**src/rtl/sar_pkg.sv**
```systemverilog
package sar_pkg;
  typedef enum logic [1:0] {
    FMT_CSB = 2'd0,
    FMT_COB = 2'd1,
    FMT_CTC = 2'd2,
    FMT_ALT = 2'd3
  } out_fmt_e;
endpackage

```
**src/rtl/sar_start_det.sv**
```systemverilog
module sar_start_det (
  input  logic clk,
  input  logic rst_n,
  input  logic start_in,
  input  logic busy,
  output logic launch
);
  logic start_q;

  always_ff @(posedge clk or negedge rst_n) begin
    if (!rst_n) start_q <= 1'b0;
    else        start_q <= start_in;
  end

  // trailing edge of the request, only when idle
  assign launch = start_q & ~start_in & ~busy;
endmodule

```
**src/rtl/sar_seq.sv**
```systemverilog
module sar_seq #(
  parameter int NBITS = 16,
  localparam int NSTEPS = NBITS + 1,
  localparam int SW = $clog2(NSTEPS)
) (
  input  logic          clk,
  input  logic          rst_n,
  input  logic          launch,
  output logic          busy,
  output logic          conv_clk,
  output logic          step_en,
  output logic          sample_en,
  output logic [SW-1:0] step_idx
);
  localparam logic [SW-1:0] LAST = SW'(NSTEPS - 1);

  logic          phase_q;
  logic [SW-1:0] step_q;

  always_ff @(posedge clk or negedge rst_n) begin
    if (!rst_n) begin
      busy     <= 1'b0;
      conv_clk <= 1'b0;
      phase_q  <= 1'b0;
      step_q   <= '0;
    end else if (launch) begin
      busy     <= 1'b1;
      conv_clk <= 1'b0;
      phase_q  <= 1'b0;
      step_q   <= '0;
    end else if (busy) begin
      if (!phase_q) begin
        conv_clk <= 1'b1;
        phase_q  <= 1'b1;
      end else begin
        conv_clk <= 1'b0;
        phase_q  <= 1'b0;
        if (step_q == LAST) busy <= 1'b0;
        else                step_q <= step_q + SW'(1);
      end
    end
  end

  assign step_en   = busy & ~phase_q;
  assign sample_en = busy & phase_q;
  assign step_idx  = step_q;

  // clock parked low when idle
  p_clk_parked_r4: assert property (@(posedge clk) disable iff (!rst_n)
    !busy |-> !conv_clk);
  // step counter never passes the last pulse
  p_step_bound_r4: assert property (@(posedge clk) disable iff (!rst_n)
    busy |-> step_q <= LAST);
  // busy ends only after the high phase of the last pulse
  p_end_after_last_r5: assert property (@(posedge clk) disable iff (!rst_n)
    $fell(busy) |-> ($past(step_q) == LAST && $past(phase_q)));
  // busy only rises through a launch
  p_rise_by_launch_r7: assert property (@(posedge clk) disable iff (!rst_n)
    $rose(busy) |-> $past(launch));
endmodule

```
**src/rtl/sar_reg.sv**
```systemverilog
module sar_reg #(
  parameter int NBITS = 16,
  localparam int NSTEPS = NBITS + 1,
  localparam int SW = $clog2(NSTEPS)
) (
  input  logic             clk,
  input  logic             rst_n,
  input  logic             init,
  input  logic             step_en,
  input  logic             sample_en,
  input  logic [SW-1:0]    step_idx,
  input  logic             cmp_in,
  output logic [NBITS-1:0] sar
);
  logic cmp_q;

  // comparator registered at the end of each pulse's high phase
  always_ff @(posedge clk or negedge rst_n) begin
    if (!rst_n)         cmp_q <= 1'b0;
    else if (sample_en) cmp_q <= cmp_in;
  end

  for (genvar b = 0; b < NBITS; b++) begin : g_bit
    localparam logic [SW-1:0] TRY_STEP = SW'(NBITS - 1 - b);
    localparam logic [SW-1:0] DEC_STEP = SW'(NBITS - b);
    logic bit_q;
    always_ff @(posedge clk or negedge rst_n) begin
      if (!rst_n)                                bit_q <= 1'b1;
      else if (init)                             bit_q <= 1'b1;
      else if (step_en && step_idx == TRY_STEP)  bit_q <= 1'b0;
      else if (step_en && step_idx == DEC_STEP)  bit_q <= ~cmp_q;
    end
    assign sar[b] = bit_q;
  end

  // launch clears every bit to off
  p_init_off_r2: assert property (@(posedge clk) disable iff (!rst_n)
    init |=> sar == '1);
  // first pulse puts only the MSB in trial
  p_msb_trial_r3: assert property (@(posedge clk) disable iff (!rst_n)
    (step_en && step_idx == '0) |=> sar == {1'b0, {(NBITS-1){1'b1}}});
  // MSB decision follows the sampled comparator
  p_msb_decide_r3: assert property (@(posedge clk) disable iff (!rst_n)
    (step_en && step_idx == SW'(1)) |=> sar[NBITS-1] == !$past(cmp_q));
  // word frozen outside steps and launches
  p_hold_r5: assert property (@(posedge clk) disable iff (!rst_n)
    (!init && !step_en) |=> $stable(sar));
endmodule

```
**src/rtl/sar_fmt.sv**
```systemverilog
module sar_fmt
  import sar_pkg::*;
#(
  parameter int NBITS = 16
) (
  input  logic             clk,
  input  logic             rst_n,
  input  logic             launch,
  input  logic             busy,
  input  logic [1:0]       fmt_sel,
  input  logic [NBITS-1:0] sar,
  output logic [NBITS-1:0] data_out
);
  out_fmt_e fmt_q;
  logic     flip_msb;

  always_ff @(posedge clk or negedge rst_n) begin
    if (!rst_n)      fmt_q <= FMT_CSB;
    else if (launch) fmt_q <= out_fmt_e'(fmt_sel);
  end

  always_comb begin
    unique case (fmt_q)
      FMT_CTC: flip_msb = 1'b1;
      default: flip_msb = 1'b0;
    endcase
  end

  assign data_out = {sar[NBITS-1] ^ flip_msb, sar[NBITS-2:0]};

  // format fixed for the whole conversion
  p_fmt_hold_r9: assert property (@(posedge clk) disable iff (!rst_n)
    busy |=> $stable(fmt_q));
endmodule

```
**src/rtl/sar_conv_ctrl.sv**
```systemverilog
module sar_conv_ctrl #(
  parameter int NBITS = 16
) (
  input  logic             clk,
  input  logic             rst_n,
  input  logic             start_in,
  input  logic [1:0]       fmt_sel,
  input  logic             cmp_in,
  output logic             conv_clk,
  output logic             busy,
  output logic [NBITS-1:0] dac_code,
  output logic [NBITS-1:0] data_out
);
  localparam int NSTEPS = NBITS + 1;
  localparam int SW = $clog2(NSTEPS);

  logic          launch;
  logic          step_en;
  logic          sample_en;
  logic [SW-1:0] step_idx;

  sar_start_det u_det (
    .clk      (clk),
    .rst_n    (rst_n),
    .start_in (start_in),
    .busy     (busy),
    .launch   (launch)
  );

  sar_seq #(.NBITS(NBITS)) u_seq (
    .clk       (clk),
    .rst_n     (rst_n),
    .launch    (launch),
    .busy      (busy),
    .conv_clk  (conv_clk),
    .step_en   (step_en),
    .sample_en (sample_en),
    .step_idx  (step_idx)
  );

  sar_reg #(.NBITS(NBITS)) u_reg (
    .clk       (clk),
    .rst_n     (rst_n),
    .init      (launch),
    .step_en   (step_en),
    .sample_en (sample_en),
    .step_idx  (step_idx),
    .cmp_in    (cmp_in),
    .sar       (dac_code)
  );

  sar_fmt #(.NBITS(NBITS)) u_fmt (
    .clk      (clk),
    .rst_n    (rst_n),
    .launch   (launch),
    .busy     (busy),
    .fmt_sel  (fmt_sel),
    .sar      (dac_code),
    .data_out (data_out)
  );

  // a launch always leads to busy on the next clock
  p_launch_busy_r1: assert property (@(posedge clk) disable iff (!rst_n)
    launch |=> busy);
  // result steady on the edge where busy drops
  p_strobe_stable_r5: assert property (@(posedge clk) disable iff (!rst_n)
    $fell(busy) |-> $stable(dac_code));
endmodule

```
**config.mk**
```make
export PLATFORM = sky130hd
export DESIGN_NAME = sar_conv_ctrl
export DESIGN_NICKNAME = d
export VERILOG_FILES = /design/src/rtl/sar_pkg.sv /design/src/rtl/sar_start_det.sv /design/src/rtl/sar_seq.sv /design/src/rtl/sar_reg.sv /design/src/rtl/sar_fmt.sv /design/src/rtl/sar_conv_ctrl.sv
export SDC_FILE = /design/constraint.sdc
export NUM_CORES = 1
export LEC_CHECK = 0
export BUFFER_PORTS_ARGS = -buffer_cell sky130_fd_sc_hd__buf_2
export CAP_MARGIN = 20
export CORE_UTILIZATION = 30
export CTS_CLUSTER_DIAMETER = 30
export CTS_CLUSTER_SIZE = 25
export DETAILED_ROUTE_END_ITERATION = 7
export HOLD_SLACK_MARGIN = 0.02
export MAX_ROUTING_LAYER = met4
export SLEW_MARGIN = 20
export SYNTH_ARGS = -nofsm -noshare
export SYNTH_HDL_FRONTEND = slang
export SYNTH_HIERARCHICAL = 1
export SYNTH_SLANG_ARGS = --single-unit
```
**constraint.sdc**
```tcl
create_clock -name clk -period 1.8 [get_ports clk]
set_input_delay 0.09 -clock clk [delete_from_list [all_inputs] [get_ports clk]]
set_output_delay 0.09 -clock clk [all_outputs]
set_load 0.01 [all_outputs]
```
# Yosys cells after proc, flatten, opt, wreduce, memory -nomap -nowiden
# Index checks and enable logic that the tools add are counted.
dict set report op_classes {
  reduce_logical 37
  n_bitwise 9
  add_sub_neg 1
  eq_ne 18
  mux 60
}
# operator n
set ops {}
lappend ops {{1-bit two-way mux} 56}
lappend ops {{3-bit nonzero test} 16}
lappend ops {{5-bit by 4-bit equality test with 1-bit output, second input constant} 8}
lappend ops {{5-bit by 3-bit equality test with 1-bit output, second input constant} 4}
lappend ops {{5-bit two-way mux} 4}
lappend ops {{1-bit logical AND} 17}
lappend ops {{5-bit by 2-bit equality test with 1-bit output, second input constant} 2}
lappend ops {{5-bit by 1-bit adder with 5-bit output, second input constant} 1}
lappend ops {{5-bit by 1-bit equality test with 1-bit output, second input constant} 1}
lappend ops {{5-bit equality test, second input constant} 1}
lappend ops {{5-bit zero test} 1}
lappend ops {{1-bit bitwise AND} 4}
lappend ops {{1-bit NOT} 4}
lappend ops {{2-bit nonzero test} 2}
lappend ops {{3-bit AND reduction} 1}
lappend ops {{2-bit equality test, second input constant} 1}
lappend ops {{2-bit != test, second input constant} 1}
lappend ops {{1-bit bitwise XOR} 1}
dict set report word_totals {
  out_inout_bits 34
  regBits 27
  input_bits 6
}

# Longest topological paths before layout
# Gate-level depths: netlist of run 1.
dict set report depth {
  ltp_word 6
  mapped_depth 5
  ltp_nobuf 5
}

# Hierarchy
# Netlist of run 1, hierarchy kept.
# module instances cells_per_inst seq_area_each_um2 area_per_inst_um2
set by_module_without_submodules {}
lappend by_module_without_submodules {sar_reg 1 108 445.4 1033.5}
lappend by_module_without_submodules {sar_seq 1 40 175.2 376.6}
lappend by_module_without_submodules {sar_fmt 1 21 50.0 200.2}
lappend by_module_without_submodules {sar_start_det 1 2 25.0 37.5}

# Worst setup path before layout of run 1
# Ideal clock, no wire load.
dict set report synth_timing {
  path_type {register -> register}
  from {register u_seq.step_q[0], in the netlist u_seq/step_idx[0]}
  to {register u_seq.step_q[0], in the netlist u_seq/step_idx[0]}
  synth_period_minus_slack_ns 1.573
  path_stages_with_launch 6
  arrival_time_ns 1.445
  slack_ns 0.227
  cell_sequence {dfrtp_1 -> inv_1 -> ha_1 -> and3b_1 -> a21oi_2 -> mux2_1}
}
dict set report synth_between {
  elab_chain_cells 5
}
# item line
set synth_rtl {}
lappend synth_rtl {{start: declaration} sar_seq.sv:18} ;# logic [SW-1:0] step_q;
lappend synth_rtl {{start signal: assignment} sar_seq.sv:39} ;# else step_q <= step_q + SW'(1);
lappend synth_rtl {{5-bit by 1-bit adder with 5-bit output} sar_seq.sv:39}
lappend synth_rtl {{5-bit two-way mux} sar_seq.sv:38} ;# if (step_q == LAST) busy <= 1'b0;
lappend synth_rtl {{5-bit two-way mux} sar_seq.sv:32} ;# if (!phase_q) begin
lappend synth_rtl {{5-bit two-way mux} sar_seq.sv:31} ;# end else if (busy) begin
lappend synth_rtl {{5-bit two-way mux} sar_seq.sv:26} ;# end else if (launch) begin
# Parallel ways exist; a longest one is shown, timed or not. The select of a mux whose other input is x is not followed.
# A chain may end at the register's enable or synchronous reset.

# Worst setup path in the final report of run 1
dict set report layout_timing {
  from {register u_seq.phase_q}
  to {register u_reg.g_bit[2].bit_q}
}
dict set report layout_between {
  elab_chain_cells 5
}
# item line
set layout_rtl {}
lappend layout_rtl {{start: declaration} sar_seq.sv:17} ;# logic phase_q;
lappend layout_rtl {{start signal: assignment} sar_seq.sv:24} ;# phase_q <= 1'b0;
lappend layout_rtl {{start signal: assignment} sar_seq.sv:29} ;# phase_q <= 1'b0;
lappend layout_rtl {{start signal: assignment} sar_seq.sv:34} ;# phase_q <= 1'b1;
lappend layout_rtl {{1-bit NOT (*)} sar_seq.sv:44} ;# assign step_en = busy & ~phase_q;
lappend layout_rtl {{1-bit bitwise AND (*)} sar_seq.sv:44}
lappend layout_rtl {{net step_en} sar_conv_ctrl.sv:18} ;# logic step_en;
lappend layout_rtl {{1-bit logical AND} sar_reg.sv:30} ;# else if (step_en && step_idx == TRY_STEP) bit_q <= 1'b0;
lappend layout_rtl {{1-bit two-way mux} sar_reg.sv:30}
lappend layout_rtl {{1-bit two-way mux} sar_reg.sv:29} ;# else if (init) bit_q <= 1'b1;
lappend layout_rtl {{end signal: assignment} sar_reg.sv:31} ;# else if (step_en && step_idx == DEC_STEP) bit_q <= ~cmp_q;
lappend layout_rtl {{end: declaration} sar_reg.sv:26} ;# logic bit_q;
# The timed path passes the listed nets; every way through them passes the cells marked *.

==> results of run 1 <==
metal layers:
metal | wire length [um] | up-vias | track usage
li1 | - | 609 | -
met3 | 162 | 2 | 0.0287
met1 | 1540 | 560 | 0.158
met2 | 1490 | 37 | 0.195
met4 | 17 | 0 | 0.0231
met5 | 0 | - | -
logic make-up after synthesis:
| kind of cell | Yosys count | share of synthesized area |
|---|---|---|
| buf+inv | 46 | 0.181 |
| compound gates | 37 | 0.147 |
| simple gates | 52 | 0.193 |
| mux | 4 | 0.0266 |
| fa+ha+maj | 2 | 0.0152 |
| flops | 27 | 0.422 |
| xor+xnor | 3 | 0.0159 |
per-stage QoR:
step	worst slack [ns]	instances	area, um2	power, mW
after floorplan	0.227	171	1650	2.70
after global placement	0.182	252	1730	2.86
after detailed placement	0.139	252	1730	2.88
after CTS	0.124	258	1800	3.24
after global routing	0.0484	258	1800	3.49
final	0.212	258	1800	3.20
state kept, by name, indices dropped and copies added, names as in the netlist:
register,cells
u_reg/cmp_q,1
u_seq/phase_q,1
u_reg/g_bit.bit_q,16
u_seq/busy,1
u_det/start_q,1
u_seq/step_idx,5
u_fmt/fmt_q,2
repair_timing:
item,in CTS,in global routing
resized for setup,0,1
setup buffers,0,0
hold buffers,2,0
endpoints found under the hold margin,12,0
setup endpoints to repair,0,1
worst min path at each step:
stage | slack, ns | end | startpoint | cells past startpoint
after floorplan | -0.21 | u_det/start_q | rst_n | 0
after global placement | 0.13 | u_det/start_q | rst_n | 1
after detailed placement | 0.13 | u_seq/busy | rst_n | 1
after CTS | 0.03 | u_reg/cmp_q | cmp_in | 3
after global routing | 0.05 | u_reg/cmp_q | cmp_in | 3
final | 0.04 | u_reg/cmp_q | cmp_in | 3
power by group through the flow:
stage               Clock (mW)  Sequential, mW  Combinational, mW
global route             0.381            1.28               1.82
finish                   0.334            1.23               1.63
global placement             0            1.24               1.61
floorplan                    0            1.19               1.50
CTS                      0.356            1.24               1.64
detailed placement           0            1.25               1.62
area by class of cell:
class | count | area [um2]
Fill cell | 552 | 3410
Sequential cell | 27 | 696
Multi-Input combinational cell | 98 | 657
Timing Repair Buffer | 49 | 275
Tap cell | 70 | 87.6
Clock buffer | 4 | 45.0
Inverter | 10 | 37.5
cell usage in the layout (no fill, tap or decap), types with 3 or more instances in the layout:
cell       n
dfrtp_1   11
nand2b_1   4
nand2_1    5
o21ai_0   11
nand4_1    3
o22ai_1    3
buf_2     39
dfstp_2   16
a21oi_1    9
nand3_1    6
a221o_1    4
or3_1      3
and3_1     7
buf_4      8
inv_1     10
clkbuf_8   3
nor2_1     9
worst max-delay path, stage by stage, from the launching register on:
cell,delay (ns)
dfrtp_1,0.44
and2b_2,0.30
nand3b_1,0.13
nor3_1,0.42
a221o_1,0.25
==> summary.txt, run 1 <==
crit path launch - u_seq/phase_q
YS warnings - 6
max-slew violations - 0
Unique masters post-synth - 46
Syn Nets - 179
Crit. End Element - flip-flop
Die Width - 76.1 um
Final Hold Vio Count - 0
worst reg2reg endpoint - u_reg/g_bit[2].bit_q
1st-pass router iterations - 4
Synth top cells by count - 31 x buf_4, 16 x dfstp_2, 11 x dfrtp_1, 11 x o21ai_0, 10 x inv_1
Mean Syn Cell Area - 9.64 um2
IO Count - 40
Top FF cell, synth - dfstp_2
cell row count - 26
share of layout cells above drive strength 1 - 0.394
P per Cell Area - 1780 mW/mm2
Seq/Total Area, Yosys - 0.422
GRT overflow - 0
Yosys top cell by area - dfstp_2
max cap viols - 0
final setup TNS - 0 ns
Period Utilization, post-route - 0.882
Arr. time, crit path - 1.80 ns
clock sink total - 27
Nets - 197
Setup crit start kind - flip-flop
P_int - 1.86 mW
starting density of the core - 0.317
DRT iter0 DRCs - 60
Slew headroom - 0.615
CP Data Required Time - 2.01 ns
R2R depth - 4
crit path to - u_reg/g_bit[2].bit_q
async set or reset register ratio after synthesis - 1.00
Clock Tree Root - clkbuf_8
run status - completed
clock slew at reported path FFs - 0.09 ns
gr usage total - 0.122
Clock power frac - 0.104
Final Hold Slack - 0.0428 ns
largest cells by area after synthesis - dfstp_2 26%, dfrtp_1 17%, buf_4 14%, o21ai_0 3.3%, a21oi_1 2.7%
post-layout min period - 1.59 ns
R2R Setup Slk - 0.21 ns
# port buffers - 39
Die Y - 76.1 um
sequential fraction of design power - 0.386
unrepaired setup endpoints after global routing - false
DP HPWL - 2360 um
count leader, synth - buf_4
WL/cell - 12.4 um
synthesized cell area - 0.00165 mm2
Hold Path Class - input port to flip-flop
antenna violations before repair - 0
post-layout util - 0.345
Post-synth EDFFs - 0
first-pass GRT wire length - 5500 um
area grow syn2layout - 9.11%
number of global-route vias before repair - 1131
maximum VDD drop - 0.944 mV
DIE AREA - 0.00579 mm2
# diodes - 0
P_sw - 1.34 mW
setup violators final - 0
Clock Skew - 0.00211 ns
ANT nets after route - 0
Synth top area share - 0.255
largest net degree at the start of global routing - 28
Num CTS Buffers - 3
final WL - 3210 um
clock buffer depth - 2
# DRC - 0
Comb power frac - 0.510
vias - 1208
critical-path maximum fanout - 7
Seq cells post-synth - 27
CP Class - flip-flop to flip-flop
core footprint - 0.00520 mm2
Cells after Synth - 171
Leak Pwr - 0.790 nW
GP Congestion - 0.775
reg-to-reg startpoint - u_seq/phase_q
TritonCTS clock tree - built
latest clock arrival within the worst-skew pair - 0.26 ns
Least-Margin Pin Slew - 0.578 ns
FMAX - 630 MHz
H-Tree Depth - 1
Vias/cell - 4.68
Switching Share - 0.419
Note: power is estimated with default switching activity, not from simulation.
==> run 2, diff against run 1 <==
- clock period: 1.8 -> 1.85 ns (I/O delays scaled with it)
==> run 2 against run 1 <==
Against the previous run:
- critical endpoint is now u_reg/g_bit[10].bit_q
- first-iteration DRC count down 30%
- clock skew up 0.0015 ns
- flip-flop and latch count unchanged
- critical path depth unchanged
- clock power down 2%
- utilization down 0.19 points
- via count up 2.5%
- worst hold slack worse by 0.0061 ns
==> summary.txt, run 2 (synthesized netlist as in run 1, its figures left out) <==
run status - completed (unchanged)
Clock Skew - 0.00360 ns (was 0.00211 ns)
final setup margin - 0.162 ns (was 0.212 ns)
Least-Margin Pin Slew - 0.597 ns (was 0.578 ns)
# diodes - 0 (unchanged)
critical path's slowest cell - dfrtp_1 (unchanged)
gr usage total - 0.118 (was 0.122)
share of layout cells above drive strength 1 - 0.385 (was 0.394)
Setup crit start kind - flip-flop (unchanged)
first-pass GRT wire length - 5400 um (was 5500 um)
DRT iter0 DRCs - 42 (was 60)
maximum VDD drop - 0.880 mV (was 0.944 mV)
antenna violations before repair - 0 (unchanged)
DP HPWL - 2410 um (was 2360 um)
ANT nets after route - 0 (unchanged)
reg-to-reg startpoint - u_seq/phase_q (unchanged)
Hold Path Class - input port to flip-flop (unchanged)
Die Width - 76.1 um (unchanged)
TritonCTS clock tree - built (unchanged)
hold path start - cmp_in (unchanged)
Arr. time, crit path - 1.89 ns (was 1.80 ns)
clock buffer depth - 2 (unchanged)
GP Congestion - 0.743 (was 0.775)
R2R depth - 4 (unchanged)
Reg with most FFs - u_reg/g_bit.bit_q (unchanged)
starting density of the core - 0.317 (unchanged)
Stages on worst setup path - 4 (unchanged)
CP Data Required Time - 2.05 ns (was 2.01 ns)
# port buffers - 39 (unchanged)
number of flip-flops in the largest register - 16 (unchanged)
Final Hold Vio Count - 0 (unchanged)
WL/cell - 12.9 um (was 12.4 um)
post-layout min period - 1.69 ns (was 1.59 ns)
setup violators final - 0 (unchanged)
post-CTS setup buffers - 0 (unchanged)
critical-path maximum fanout - 7 (unchanged)
H-Tree Depth - 1 (unchanged)
commonest non-fill, non-tap cell in the layout - buf_2 (unchanged)
Clock Tree Root - clkbuf_8 (unchanged)
clock sink total - 27 (unchanged)
Slew headroom - 0.602 (was 0.615)
R2R Setup Slk - 0.16 ns (was 0.21 ns)
largest net degree at the start of global routing - 28 (unchanged)
max-slew violations - 0 (unchanged)
max cap viols - 0 (unchanged)
clock slew at reported path FFs - 0.09 ns (about the same)
1st-pass router iterations - 4 (unchanged)
CP peak stage delay - 0.45 ns (was 0.44 ns)
area grow syn2layout - 8.50% (was 9.11%)
Num CTS Buffers - 3 (unchanged)
post-layout util - 0.344 (was 0.345)
final setup TNS - 0 ns (unchanged)
crit path launch - u_seq/phase_q (unchanged)
GRT overflow - 0 (unchanged)
DIE AREA - 0.00579 mm2 (unchanged)
Nets - 196 (was 197)
Leak Pwr - 0.785 nW (was 0.790 nW)
Top delay family on crit path - simple AND/OR/NAND/NOR gates (unchanged)
Period Utilization, post-route - 0.912 (was 0.882)
most frequent cells in the layout - 39 x buf_2, 16 x dfstp_2, 11 x dfrtp_1, 11 x o21ai_0, 10 x inv_1 (unchanged)
P per Cell Area - 1790 mW/mm2 (was 1780 mW/mm2)
Vias/cell - 4.82 (was 4.68)
vias - 1238 (was 1208)
cell row count - 26 (unchanged)
Crit. End Element - flip-flop (unchanged)
FMAX - 593 MHz (was 630 MHz)
Critical path buffers and inverters - 0 (unchanged)
Setup Slack @ Placement - 0.217 ns (was 0.139 ns)
CP Class - flip-flop to flip-flop (unchanged)
core footprint - 0.00520 mm2 (unchanged)
worst reg2reg endpoint - u_reg/g_bit[10].bit_q (was u_reg/g_bit[2].bit_q)
crit path cell chain - and2b_2 -> nor2b_1 -> nand3_1 -> a221o_1 (was and2b_2 -> nand3b_1 -> nor3_1 -> a221o_1)
final WL - 3320 um (was 3210 um)
# DRC - 0 (unchanged)
latest clock arrival within the worst-skew pair - 0.27 ns (was 0.26 ns)
Die Y - 76.1 um (unchanged)
unrepaired setup endpoints after global routing - false (unchanged)
number of global-route vias before repair - 1071 (was 1131)
crit path to - u_reg/g_bit[10].bit_q (was u_reg/g_bit[2].bit_q)
IO Count - 40 (unchanged)
==> run 2: worst min path at each step <==
stage	end	slack [ns]	cells after the start
6_report	u_reg/cmp_q	0.04	3
5_1_grt	u_fmt/fmt_q[0]	0.04	2
4_1_cts	u_reg/cmp_q	0.03	3
3_5_place_dp	u_det/start_q	0.14	1
3_3_place_gp	u_seq/busy	0.13	1
2_1_floorplan	u_det/start_q	-0.20	0
==> run 2: worst reg2reg max path, stage by stage (launching register included) <==
cell	delay, ns
dfrtp_1	0.45
and2b_2	0.31
nor2b_1	0.40
nand3_1	0.15
a221o_1	0.32
==> run 2: layout make-up <==
| cell class | instances | area (um2) |
|---|---|---|
| repair buffers | 48 | 268 |
| clock buffers | 4 | 45.0 |
| fillers | 559 | 3420 |
| flip-flops and latches | 27 | 696 |
| multi-input cells | 98 | 654 |
| well taps | 70 | 87.6 |
| inverters | 10 | 37.5 |
==> run 2: metal layers <==
layer,wire length (um),track usage,vias up,share of wire
met5,0,-,-,0
met4,10,0.0115,0,0.0030
met3,143,0.0287,2,0.043
met2,1490,0.188,34,0.45
met1,1680,0.158,594,0.50
li1,-,-,608,-
==> run 2: where the power goes <==
| group | internal (mW) | total, mW | switching [mW] |
|---|---|---|---|
| combinational | 0.715 | 1.63 | 0.913 |
| sequential | 0.965 | 1.24 | 0.278 |
| clock | 0.154 | 0.328 | 0.174 |
| total | 1.83 | 3.20 | 1.37 |
==> run 2: through the flow <==
step	instance area [um2]	instances	power, mW	hold WS [ns]
2_1_floorplan	1650	171	2.62	-0.203
3_3_place_gp	1720	251	2.85	0.135
3_5_place_dp	1720	251	2.89	0.137
4_1_cts	1790	257	3.23	0.0304
5_1_grt	1790	257	3.45	0.0391
6_report	1790	257	3.20	0.0366
==> run 2: what timing repair did <==
action / in CTS / in global routing
hold buffers: 2 / 0
gates resized for setup: 0 / 0
setup endpoints to repair: 0 / 0
hold endpoints to repair: 12 / 0
